--- config.mk ---
export PLATFORM = sky130hd
export DESIGN_NAME = ring_buffer_ovw
export DESIGN_NICKNAME = d
export VERILOG_FILES = /design/src/rtl/ovr_ring_pkg.sv /design/src/rtl/ring_rst_sync.sv /design/src/rtl/ring_index.sv /design/src/rtl/ring_ctrl.sv /design/src/rtl/ring_store.sv /design/src/rtl/ring_buffer_ovw.sv
export SDC_FILE = /design/constraint.sdc
export NUM_CORES = 2
export LEC_CHECK = 0
export BUFFER_PORTS_ARGS = -buffer_cell sky130_fd_sc_hd__buf_2
export CORE_UTILIZATION = 61
export DETAILED_ROUTE_END_ITERATION = 10
export MAX_ROUTING_LAYER = met4
export PLACE_DENSITY = 0.77
export SYNTH_ARGS = -nofsm -noshare
export SYNTH_HDL_FRONTEND = slang
export SYNTH_HIERARCHICAL = 1
export SYNTH_SLANG_ARGS = --single-unit
--- constraint.sdc ---
create_clock -name clk -period 1.4 [get_ports clk]
set_input_delay 0.07 -clock clk [delete_from_list [all_inputs] [get_ports clk]]
set_output_delay 0.07 -clock clk [all_outputs]
set_load 0.01 [all_outputs]
--- src/rtl/ovr_ring_pkg.sv ---
package ovr_ring_pkg;

  // Classification of the work done in one cycle by the occupancy logic.
  typedef enum logic [2:0] {
    RB_HOLD   = 3'd0,
    RB_APPEND = 3'd1,
    RB_REPLACE = 3'd2,
    RB_POP    = 3'd3,
    RB_SWAP   = 3'd4,
    RB_CLEAR  = 3'd5
  } rb_action_e;

  // Value returned by a pop from an empty store.
  localparam logic [7:0] RB_SENTINEL = 8'hFF;

endpackage

--- src/rtl/ring_rst_sync.sv ---
module ring_rst_sync (
  input  logic clk,
  input  logic rst_n,
  output logic rst_sync_n
);

  logic stage_q;
  logic out_q;

  always_ff @(posedge clk or negedge rst_n) begin
    if (!rst_n) begin
      stage_q <= 1'b0;
      out_q   <= 1'b0;
    end else begin
      stage_q <= 1'b1;
      out_q   <= stage_q;
    end
  end

  assign rst_sync_n = out_q;

endmodule

--- src/rtl/ring_index.sv ---
module ring_index #(
  parameter int DEPTH = 256,
  localparam int IDX_W = (DEPTH > 1) ? $clog2(DEPTH) : 1
) (
  input  logic             clk,
  input  logic             rst_n,
  input  logic             clr,
  input  logic             adv,
  output logic [IDX_W-1:0] idx
);

  localparam logic [IDX_W-1:0] LAST_IDX = IDX_W'(DEPTH - 1);

  logic [IDX_W-1:0] idx_q;
  logic [IDX_W-1:0] idx_d;
  logic             idx_en;

  // Next-state: clear wins, otherwise step with wrap at the last slot.
  always_comb begin
    idx_en = clr | adv;
    if (clr) begin
      idx_d = '0;
    end else if (idx_q == LAST_IDX) begin
      idx_d = '0;
    end else begin
      idx_d = idx_q + IDX_W'(1);
    end
  end

  always_ff @(posedge clk or negedge rst_n) begin
    if (!rst_n) begin
      idx_q <= '0;
    end else if (idx_en) begin
      idx_q <= idx_d;
    end
  end

  assign idx = idx_q;

  // the position never leaves the storage range.
  assert_idx_in_range_R11: assert property (@(posedge clk) disable iff (!rst_n)
    idx_q <= LAST_IDX);

  // an advance from the last slot wraps to slot zero.
  assert_idx_wrap_R11: assert property (@(posedge clk) disable iff (!rst_n)
    (adv && !clr && idx_q == LAST_IDX) |=> (idx_q == '0));

endmodule

--- src/rtl/ring_ctrl.sv ---
module ring_ctrl
  import ovr_ring_pkg::*;
#(
  parameter int DEPTH = 256,
  localparam int CNT_W = $clog2(DEPTH + 1)
) (
  input  logic             clk,
  input  logic             rst_n,
  input  logic             flush,
  input  logic             wr_valid,
  input  logic             rd_req,
  output logic [CNT_W-1:0] level,
  output logic             store_en,
  output logic             wr_step,
  output logic             rd_step,
  output logic             clear,
  output logic             rd_capture,
  output logic             rd_sentinel,
  output logic             overwrite
);

  localparam logic [CNT_W-1:0] FULL_LVL = CNT_W'(DEPTH);

  logic [CNT_W-1:0] level_q;
  logic [CNT_W-1:0] level_d;
  logic             level_en;
  logic             ovw_q;
  logic             ovw_d;
  logic             is_empty;
  logic             is_full;
  logic             wr_go;
  logic             rd_go;
  rb_action_e       action;

  assign is_empty = (level_q == '0);
  assign is_full  = (level_q == FULL_LVL);
  assign wr_go    = wr_valid & ~flush;
  assign rd_go    = rd_req & ~flush;

  // Decide what this cycle does to the occupancy.
  always_comb begin
    if (flush) begin
      action = RB_CLEAR;
    end else if (wr_go && rd_go) begin
      action = is_empty ? RB_APPEND : RB_SWAP;
    end else if (wr_go) begin
      action = is_full ? RB_REPLACE : RB_APPEND;
    end else if (rd_go && !is_empty) begin
      action = RB_POP;
    end else begin
      action = RB_HOLD;
    end
  end

  // Next-state and strobes derived from the action.
  always_comb begin
    level_d     = level_q;
    level_en    = 1'b0;
    store_en    = 1'b0;
    wr_step     = 1'b0;
    rd_step     = 1'b0;
    clear       = 1'b0;
    ovw_d       = 1'b0;
    rd_capture  = rd_go;
    rd_sentinel = rd_go & is_empty;
    unique case (action)
      RB_CLEAR: begin
        clear    = 1'b1;
        level_d  = '0;
        level_en = 1'b1;
      end
      RB_APPEND: begin
        store_en = 1'b1;
        wr_step  = 1'b1;
        level_d  = level_q + CNT_W'(1);
        level_en = 1'b1;
      end
      RB_REPLACE: begin
        store_en = 1'b1;
        wr_step  = 1'b1;
        rd_step  = 1'b1;
        ovw_d    = 1'b1;
      end
      RB_SWAP: begin
        store_en = 1'b1;
        wr_step  = 1'b1;
        rd_step  = 1'b1;
      end
      RB_POP: begin
        rd_step  = 1'b1;
        level_d  = level_q - CNT_W'(1);
        level_en = 1'b1;
      end
      default: begin
      end
    endcase
  end

  always_ff @(posedge clk or negedge rst_n) begin
    if (!rst_n) begin
      level_q <= '0;
    end else if (level_en) begin
      level_q <= level_d;
    end
  end

  always_ff @(posedge clk or negedge rst_n) begin
    if (!rst_n) begin
      ovw_q <= 1'b0;
    end else begin
      ovw_q <= ovw_d;
    end
  end

  assign level     = level_q;
  assign overwrite = ovw_q;

  // occupancy never exceeds the depth.
  assert_level_bound_R5: assert property (@(posedge clk) disable iff (!rst_n)
    level_q <= FULL_LVL);

  // a write to a full store keeps it full.
  assert_full_write_R5: assert property (@(posedge clk) disable iff (!rst_n)
    (wr_valid && !flush && is_full) |=> (level_q == FULL_LVL));

  // a lone write below the depth adds one.
  assert_append_R2: assert property (@(posedge clk) disable iff (!rst_n)
    (wr_valid && !rd_req && !flush && !is_full) |=> (level_q == $past(level_q) + CNT_W'(1)));

  // a lone read from a non-empty store removes one.
  assert_pop_R3: assert property (@(posedge clk) disable iff (!rst_n)
    (rd_req && !wr_valid && !flush && !is_empty) |=> (level_q == $past(level_q) - CNT_W'(1)));

  // a lone read from an empty store leaves it empty.
  assert_empty_read_R4: assert property (@(posedge clk) disable iff (!rst_n)
    (rd_req && !wr_valid && !flush && is_empty) |=> (level_q == '0));

  // the pulse follows only a replacing write.
  assert_ovw_cause_R6: assert property (@(posedge clk) disable iff (!rst_n)
    ovw_q |-> $past(wr_valid && !rd_req && !flush && is_full));

  // a read and write together in the middle range keep the occupancy.
  assert_balanced_R7: assert property (@(posedge clk) disable iff (!rst_n)
    (wr_valid && rd_req && !flush && !is_empty && !is_full) |=> $stable(level_q));

  // a read and write together on a full store raise no pulse.
  assert_full_swap_R8: assert property (@(posedge clk) disable iff (!rst_n)
    (wr_valid && rd_req && !flush && is_full) |=> (!ovw_q && level_q == FULL_LVL));

  // a read and write together on an empty store leave one byte.
  assert_empty_swap_R9: assert property (@(posedge clk) disable iff (!rst_n)
    (wr_valid && rd_req && !flush && is_empty) |=> (level_q == CNT_W'(1)));

  // flush empties the store on the next cycle.
  assert_flush_R10: assert property (@(posedge clk) disable iff (!rst_n)
    flush |=> (level_q == '0 && !ovw_q));

endmodule

--- src/rtl/ring_store.sv ---
module ring_store #(
  parameter int         DEPTH    = 256,
  parameter int         DATA_W   = 8,
  parameter logic [7:0] SENTINEL = 8'hFF,
  localparam int        IDX_W    = (DEPTH > 1) ? $clog2(DEPTH) : 1
) (
  input  logic              clk,
  input  logic              rst_n,
  input  logic              store_en,
  input  logic [IDX_W-1:0]  wr_idx,
  input  logic [DATA_W-1:0] wr_data,
  input  logic              rd_capture,
  input  logic              rd_sentinel,
  input  logic [IDX_W-1:0]  rd_idx,
  output logic [DATA_W-1:0] rd_data
);

  localparam logic [DATA_W-1:0] EMPTY_WORD = DATA_W'(SENTINEL);

  logic [DATA_W-1:0] mem_q [DEPTH];
  logic [DATA_W-1:0] rd_q;
  logic [DATA_W-1:0] rd_d;

  // Storage has no reset; contents are only meaningful below the level.
  always_ff @(posedge clk) begin
    if (store_en) begin
      mem_q[wr_idx] <= wr_data;
    end
  end

  // The slot is read before this edge's write lands in it.
  always_comb begin
    rd_d = rd_sentinel ? EMPTY_WORD : mem_q[rd_idx];
  end

  always_ff @(posedge clk or negedge rst_n) begin
    if (!rst_n) begin
      rd_q <= EMPTY_WORD;
    end else if (rd_capture) begin
      rd_q <= rd_d;
    end
  end

  assign rd_data = rd_q;

  // without a capture the output register holds.
  assert_rd_hold_R12: assert property (@(posedge clk) disable iff (!rst_n)
    !rd_capture |=> $stable(rd_q));

  // a sentinel capture yields the sentinel word.
  assert_sentinel_R4: assert property (@(posedge clk) disable iff (!rst_n)
    (rd_capture && rd_sentinel) |=> (rd_q == EMPTY_WORD));

endmodule

--- src/rtl/ring_buffer_ovw.sv ---
module ring_buffer_ovw
  import ovr_ring_pkg::*;
#(
  parameter int  DEPTH  = 256,
  parameter int  DATA_W = 8,
  localparam int IDX_W  = (DEPTH > 1) ? $clog2(DEPTH) : 1,
  localparam int CNT_W  = $clog2(DEPTH + 1)
) (
  input  logic              clk,
  input  logic              rst_n,
  input  logic              flush,
  input  logic              wr_valid,
  input  logic [DATA_W-1:0] wr_byte,
  input  logic              rd_req,
  output logic [DATA_W-1:0] rd_byte,
  output logic [CNT_W-1:0]  level,
  output logic              overwrite
);

  logic             rst_sync_n;
  logic             store_en;
  logic             wr_step;
  logic             rd_step;
  logic             clear;
  logic             rd_capture;
  logic             rd_sentinel;
  logic [IDX_W-1:0] wr_idx;
  logic [IDX_W-1:0] rd_idx;

  ring_rst_sync u_rst_sync (
    .clk        (clk),
    .rst_n      (rst_n),
    .rst_sync_n (rst_sync_n)
  );

  ring_ctrl #(
    .DEPTH (DEPTH)
  ) u_ctrl (
    .clk         (clk),
    .rst_n       (rst_sync_n),
    .flush       (flush),
    .wr_valid    (wr_valid),
    .rd_req      (rd_req),
    .level       (level),
    .store_en    (store_en),
    .wr_step     (wr_step),
    .rd_step     (rd_step),
    .clear       (clear),
    .rd_capture  (rd_capture),
    .rd_sentinel (rd_sentinel),
    .overwrite   (overwrite)
  );

  ring_index #(
    .DEPTH (DEPTH)
  ) u_wr_index (
    .clk   (clk),
    .rst_n (rst_sync_n),
    .clr   (clear),
    .adv   (wr_step),
    .idx   (wr_idx)
  );

  ring_index #(
    .DEPTH (DEPTH)
  ) u_rd_index (
    .clk   (clk),
    .rst_n (rst_sync_n),
    .clr   (clear),
    .adv   (rd_step),
    .idx   (rd_idx)
  );

  ring_store #(
    .DEPTH    (DEPTH),
    .DATA_W   (DATA_W),
    .SENTINEL (RB_SENTINEL)
  ) u_store (
    .clk         (clk),
    .rst_n       (rst_sync_n),
    .store_en    (store_en),
    .wr_idx      (wr_idx),
    .wr_data     (wr_byte),
    .rd_capture  (rd_capture),
    .rd_sentinel (rd_sentinel),
    .rd_idx      (rd_idx),
    .rd_data     (rd_byte)
  );

  // when full, both positions coincide.
  assert_full_aligned_R5: assert property (@(posedge clk) disable iff (!rst_sync_n)
    (level == CNT_W'(DEPTH)) |-> (wr_idx == rd_idx));

  // a flush realigns both positions to slot zero.
  assert_flush_idx_R10: assert property (@(posedge clk) disable iff (!rst_sync_n)
    flush |=> (wr_idx == '0 && rd_idx == '0));

  // inputs are defined once out of reset.
  assert_inputs_known_R1: assert property (@(posedge clk) disable iff (!rst_sync_n)
    !$isunknown({flush, wr_valid, rd_req}));

endmodule

# Yosys cells after proc, flatten, opt, wreduce, memory -nomap -nowiden
# Memory sizes are Yosys's and may differ from the RTL's.
# Cells that the tools add are included.
# totals
regBits,36
ramBits,2048
in_bits,13
output_inout_bits,18
wordCells,54
mem_count,1
# mem_list
name,words,width,read_ports,rd_ports_with_merged_regs,write_ports,line_no,source
u_store.mem_q,256,8,1,0,1,ring_store.sv:20,logic [DATA_W-1:0] mem_q [DEPTH];
# op_classes
n_addsub,4
eq_ne,8
muxes,19
n_bitwise,6
n_reduce_logical,9
# op_table
op,n
8-bit two-way mux,5
9-bit case mux with 3 select lines,1
"8-bit by 1-bit adder with 8-bit output, second input constant",2
"8-bit == test, second input constant",2
3-bit two-way mux,4
"9-bit by 1-bit adder with 9-bit output, second input constant",1
"9-bit == test, second input constant",1
9-bit logical NOT,1
3-bit OR reduction,3
"9-bit by 1-bit subtractor with 9-bit output, second input constant",1
1-bit two-way mux,7
"3-bit by 2-bit == test with 1-bit output, second input constant",2
"3-bit == test, second input constant",2
2-bit two-way mux,2
1-bit AND,3
"3-bit by 1-bit == test with 1-bit output, second input constant",1
3-bit nonzero test,1
1-bit logical AND,2
1-bit bitwise OR,2
2-bit AND reduction,1
1-bit logical NOT,1
1-bit inverter,1

# Longest topological paths before layout
# logic_depth
ltp_word,12
depth_mapped,12
mapped_depth_nobuf,9

# Modules after synthesis
# Netlist, hierarchy kept.
# by_module_without_submodules
module,instances,cells_each,area_each_um2
ring_store,1,3941,79910.4
ring_ctrl,1,105,909.6
ring_index,2,46,425.4
ring_rst_sync,1,3,53.8

# Worst setup path after synthesis
# OpenSTA, ideal clock, no wires.
# synth_timing
kind,register -> register
from,reg u_ctrl.level_q[6] (netlist: u_ctrl/level[6])
to,reg u_ctrl.level_q[7] (netlist: u_ctrl/level[7])
setup_ns,0.099
arrival_time_ns,2.857
required_ns,1.301
path_slack_ns,-1.556
stages_incl_launch_ff,10
synth_period_minus_slack_ns,2.956
path_cell_list,dfrtp_1 -> or4_4 -> nor3_4 -> nor3b_1 -> ha_1 -> o21ai_0 -> o21bai_1 -> o21ai_0 -> or3b_2 -> a311oi_1
# synth_via
elab_chain_cells,11
# synth_rtl
element,line_no,source
"start, declared",ring_ctrl.sv:24,logic [CNT_W-1:0] level_q;
"start signal, assigned",ring_ctrl.sv:103,level_q <= level_d;
9-bit logical NOT,ring_ctrl.sv:35,assign is_empty = (level_q == '0);
1-bit logical NOT,ring_ctrl.sv:48,end else if (rd_go && !is_empty) begin
1-bit logical AND,ring_ctrl.sv:48,
2-bit two-way mux,ring_ctrl.sv:48,
3-bit two-way mux,ring_ctrl.sv:46,end else if (wr_go) begin
3-bit two-way mux,ring_ctrl.sv:44,end else if (wr_go && rd_go) begin
3-bit two-way mux,ring_ctrl.sv:42,if (flush) begin
3-bit == test (tied with other cells),ring_ctrl.sv:66,unique case (action)
3-bit OR reduction (no line),n/a,
1-bit two-way mux,ring_ctrl.sv:66,
2-bit AND reduction (no line),n/a,
# Several ways; a longest one is shown, not always the timed one.
# A chain may end at the register's enable or synchronous reset.

# Final worst setup path
# layout_timing
from,reg u_rd_index.idx_q[0] (netlist: u_rd_index/idx[0])
to,reg u_store.rd_q[6] (netlist: u_store/rd_data[6])
# layout_via
elab_chain_cells,2
# layout_rtl
element,line_no,source
"start, declared",ring_index.sv:14,logic [IDX_W-1:0] idx_q;
"start signal, assigned",ring_index.sv:34,idx_q <= idx_d;
memory 256 x 8 bit,n/a,
8-bit two-way mux,ring_store.sv:33,rd_d = rd_sentinel ? EMPTY_WORD : mem_q[rd_idx];
"end signal, assigned",ring_store.sv:40,rd_q <= rd_d;
"end, declared",ring_store.sv:21,logic [DATA_W-1:0] rd_q;
# Every way passes these cells.

==> results_dict.tcl <==
set metrics [dict create \
    crit_type "flip-flop to flip-flop" \
    final_layout_size_suffix_gt1_share_pct 37.4 \
    ys.flop_type "edfxtp_1" \
    numCtsBuffers 195 \
    drt-wirelength-per-cell_um 33.0 \
    antenna_found_initial 3 \
    setup_violations 2099 \
    grt_max_degree 97 \
    p_per_area_nw_per_um2 1470 \
    cp.required_ns 2.16 \
    hpwl_mm 124 \
    worst-r2r-cell-count 12 \
    crit_path_top_delay_cell "a2111oi_1" \
    rrSetupSlack_ns -1.72 \
    dpl_cell_area_um2 91700 \
    worstPathBufferInverterCount 5 \
    syn_area_um2 81700 \
    hold_start "flush" \
    grtUsageTotal_pct 32.8 \
    setup_ws_ns -1.72 \
    area_growth_pct 24.4 \
    status "complete, but fails checks" \
    vias_per_cell 6.89 \
    arrival_ns 3.88 \
    leakage_nw 31.8 \
    synth_edf_count 2048 \
    final.min_clock_period_ns 3.12 \
    endpoint_kind "flip-flop" \
    max-clock-path-buffers 3 \
    initial_utilization_pct 61.9 \
    cap_viol_max_count 0 \
    nets 4894 \
    ys_ff_latch 2084 \
    cts_sinks 2084 \
    gp_congestion 0.919 \
    fp-row-count 133 \
    grt_pass1_wl_mm 311 \
    synth.distinct_cells 72 \
    grt_overflow 0 \
    max_stage_delay_ns 0.64 \
    syn_nets 4164 \
    place_ws_ns -1.85 \
    clk_pin_slew_ns 0.06 \
    syn_area_per_cell_um2 19.7 \
    syn_inst 4141 \
    r2r_end "u_store/rd_data[6]" \
    grt_pass1_vias 45700 \
    p_total_mw 149 \
    async_reset_ff_share_pct 1.73 \
    finalCritPeriodShare_pct 223 \
    cts_tree "built" \
    synth_top_area_share_pct 75.3 \
    drc 0 \
    wl_mm 224 \
    core_region_area_um2 132000 \
    synthTopCellsByArea "edfxtp_1 75%, mux4_2 10%, mux2i_1 3.5%" \
    fmax_mhz 321 \
    io_pins 31 \
    fin_util_pct 76.9 \
    clkLatencyLatePin_ns 0.84 \
    rsz0062_at_grt "yes" \
    drv_slew 0 \
    ys_seq_area_share_pct 76.4 \
    drtPass1Iterations 8 \
    die_y_um 368 \
    violations "negative setup slack" \
    tightest_slew_ns 1.40 \
    holdCritPathClass "input port to flip-flop" \
    port_buffers 30 \
    first_iter_violations 6539 \
    synth_top_area_cell "edfxtp_1" \
    clock-root-buffer "clkbuf_16" \
    cp_max_fo 10 \
    hold_violations 0 \
    vias 46800 \
    ant_nets 0 \
    min_path_cells 7 \
    min_to "u_wr_index/idx[3]" \
    die-width_um 368 \
    die-area_um2 135000 \
    yosysWarnings 6 \
    clock_skew_ns 0.0490 \
    start_kind "flip-flop" \
    htreeDepth 4 \
    stdcell_area_um2 102000 \
    relSlewSlack_pct 6.63 \
    worstPathCellList "buf_12 > buf_16 > buf_4 > buf_12 > nor2b_1 > a2111oi_1 > nor3_1 > nand3_1 > nand4_1 > nor4b_4 > buf_4 > o32ai_2" \
    r2r_start "u_rd_index/idx[0]" \
    ir_worst_vdd_mv 1.54 \
    critical-path-top-delay-family "simple AND/OR/NAND/NOR gates" \
]
metal layers:
layer	GRT usage [%]	up-vias	wire (um)
li1	-	18600	-
met1	44.1	24000	79000
met2	50.5	3541	109000
met3	6.26	662	25600
met4	12.9	0	10600
met5	-	-	0
layout by cell type (no fill, tap or decap), types with 18 or more instances in the layout:
master	netlist	final
a21oi_1	95	87
a221oi_1	48	42
a22oi_1	79	61
a22oi_2	0	18
buf_12	0	226
buf_2	39	22
buf_4	28	389
buf_6	34	87
buf_8	6	18
bufinv_16	0	19
clkbuf_1	121	48
clkbuf_16	0	206
clkinv_1	0	32
clkinv_2	0	40
edfxtp_1	2048	2048
mux2i_1	289	286
mux4_2	381	381
nand2_1	146	130
nand3_1	44	21
nand3_4	0	21
nand4_1	38	38
nor2_1	295	40
nor2_4	0	252
o211ai_1	78	78
o21ai_0	63	46
o22ai_1	27	21
cell families (layout without fill, tap and decap cells):
kind of cell | count (synthesis) | count (layout) | share of synthesized area [%]
AOI/OAI and AO/OA | 477 | 477 | 4.04
xor gates and xnor gates | 6 | 6 | 0.0643
adders and majority gates | 10 | 10 | 0.162
buffers and inverters | 257 | 1153 | 1.77
DFF | 2084 | 2084 | 76.4
muxes | 675 | 675 | 14.1
other | 1 | 3 | 0.00459
and+or+nand+nor | 631 | 631 | 3.49
cell usage after synthesis (4+ instances only):
cell / count
a41oi_1: 8
edfxtp_1: 2048
mux4_2: 381
clkbuf_1: 121
dfrtp_1: 28
dfstp_2: 8
buf_4: 28
o211ai_1: 78
mux2_2: 5
o2111ai_1: 7
o21ai_0: 63
nand2b_1: 8
nor2b_1: 21
a22o_1: 9
nor3_1: 22
a31oi_1: 8
o32ai_1: 6
buf_8: 6
a221oi_1: 48
nand4_1: 38
a211o_1: 9
nor4_1: 10
ha_1: 9
buf_6: 34
inv_1: 5
buf_1: 22
a21oi_1: 95
a211oi_1: 12
nand2_1: 146
a221o_1: 7
buf_2: 39
mux2i_1: 289
nand3_1: 44
xor2_1: 5
and2_1: 14
or4_1: 4
a22oi_1: 79
o22ai_1: 27
nor2_1: 295
stage by stage:
stage	setup TNS [ns]	hold WS [ns]	cells
after global placement	-903.61	-0.145	6252
final	-1043.56	0.0598	6794
after CTS	-863.83	-0.00407	6740
after global routing	-1071.08	0.0876	6794
after floorplan	-899.35	-0.226	4141
after detailed placement	-928.15	-0.143	6252
worst min-delay path, stage by stage:
cell	delay (ns)
buf_2	0.09
buf_4	0.11
nor2b_4	0.04
buf_4	0.20
inv_1	0.13
or3_2	0.13
a31oi_1	0.07
what timing repair did:
item	in CTS	in global routing
hold endpoints to repair	1803	0
pin swaps	85	125
setup endpoints to repair	2099	2099
gates resized for setup	153	165
cloned	11	5
setup buffers	102	59
hold buffers	16	0
final cells by class:
type	instances	area, um^2
Timing Repair Buffer	785	9680
Fill cell	6476	30500
Multi-Input combinational cell	1800	21000
Sequential cell	2084	62400
Clock buffer	252	5250
Inverter	5	21.3
Tap cell	1755	2200
Clock inverter	111	1110
Antenna cell	2	5.00
registers in the layout, summed over array words and instances, names as in the netlist:
register               cells
u_ctrl/level               9
u_rst_sync/stage_q         1
u_ctrl/overwrite           1
u_store/rd_data            8
u_wr_index/idx             8
u_rst_sync/rst_sync_n      1
u_store/mem_q           2048
u_rd_index/idx             8
power by group:
| part | switching, mW | total, mW | internal, mW |
|---|---|---|---|
| logic | 13.4 | 27.0 | 13.6 |
| registers | 0.265 | 69.0 | 68.8 |
| clock network | 23.1 | 53.1 | 30.0 |
worst max-delay path by stage:
stage	slack, ns	to	cells after the start	start
after floorplan	-1.39	u_ctrl/level[7]	9	u_ctrl/level[2]
after global placement	-1.87	u_store/rd_data[1]	8	u_rd_index/idx[0]
after detailed placement	-1.85	u_store/rd_data[2]	10	u_rd_index/idx[0]
after CTS	-1.51	u_store/rd_data[2]	10	u_rd_index/idx[0]
after global routing	-1.75	u_store/rd_data[6]	12	u_rd_index/idx[0]
final	-1.72	u_store/rd_data[6]	12	u_rd_index/idx[0]
No activity file was read; power rests on OpenSTA's default activity.
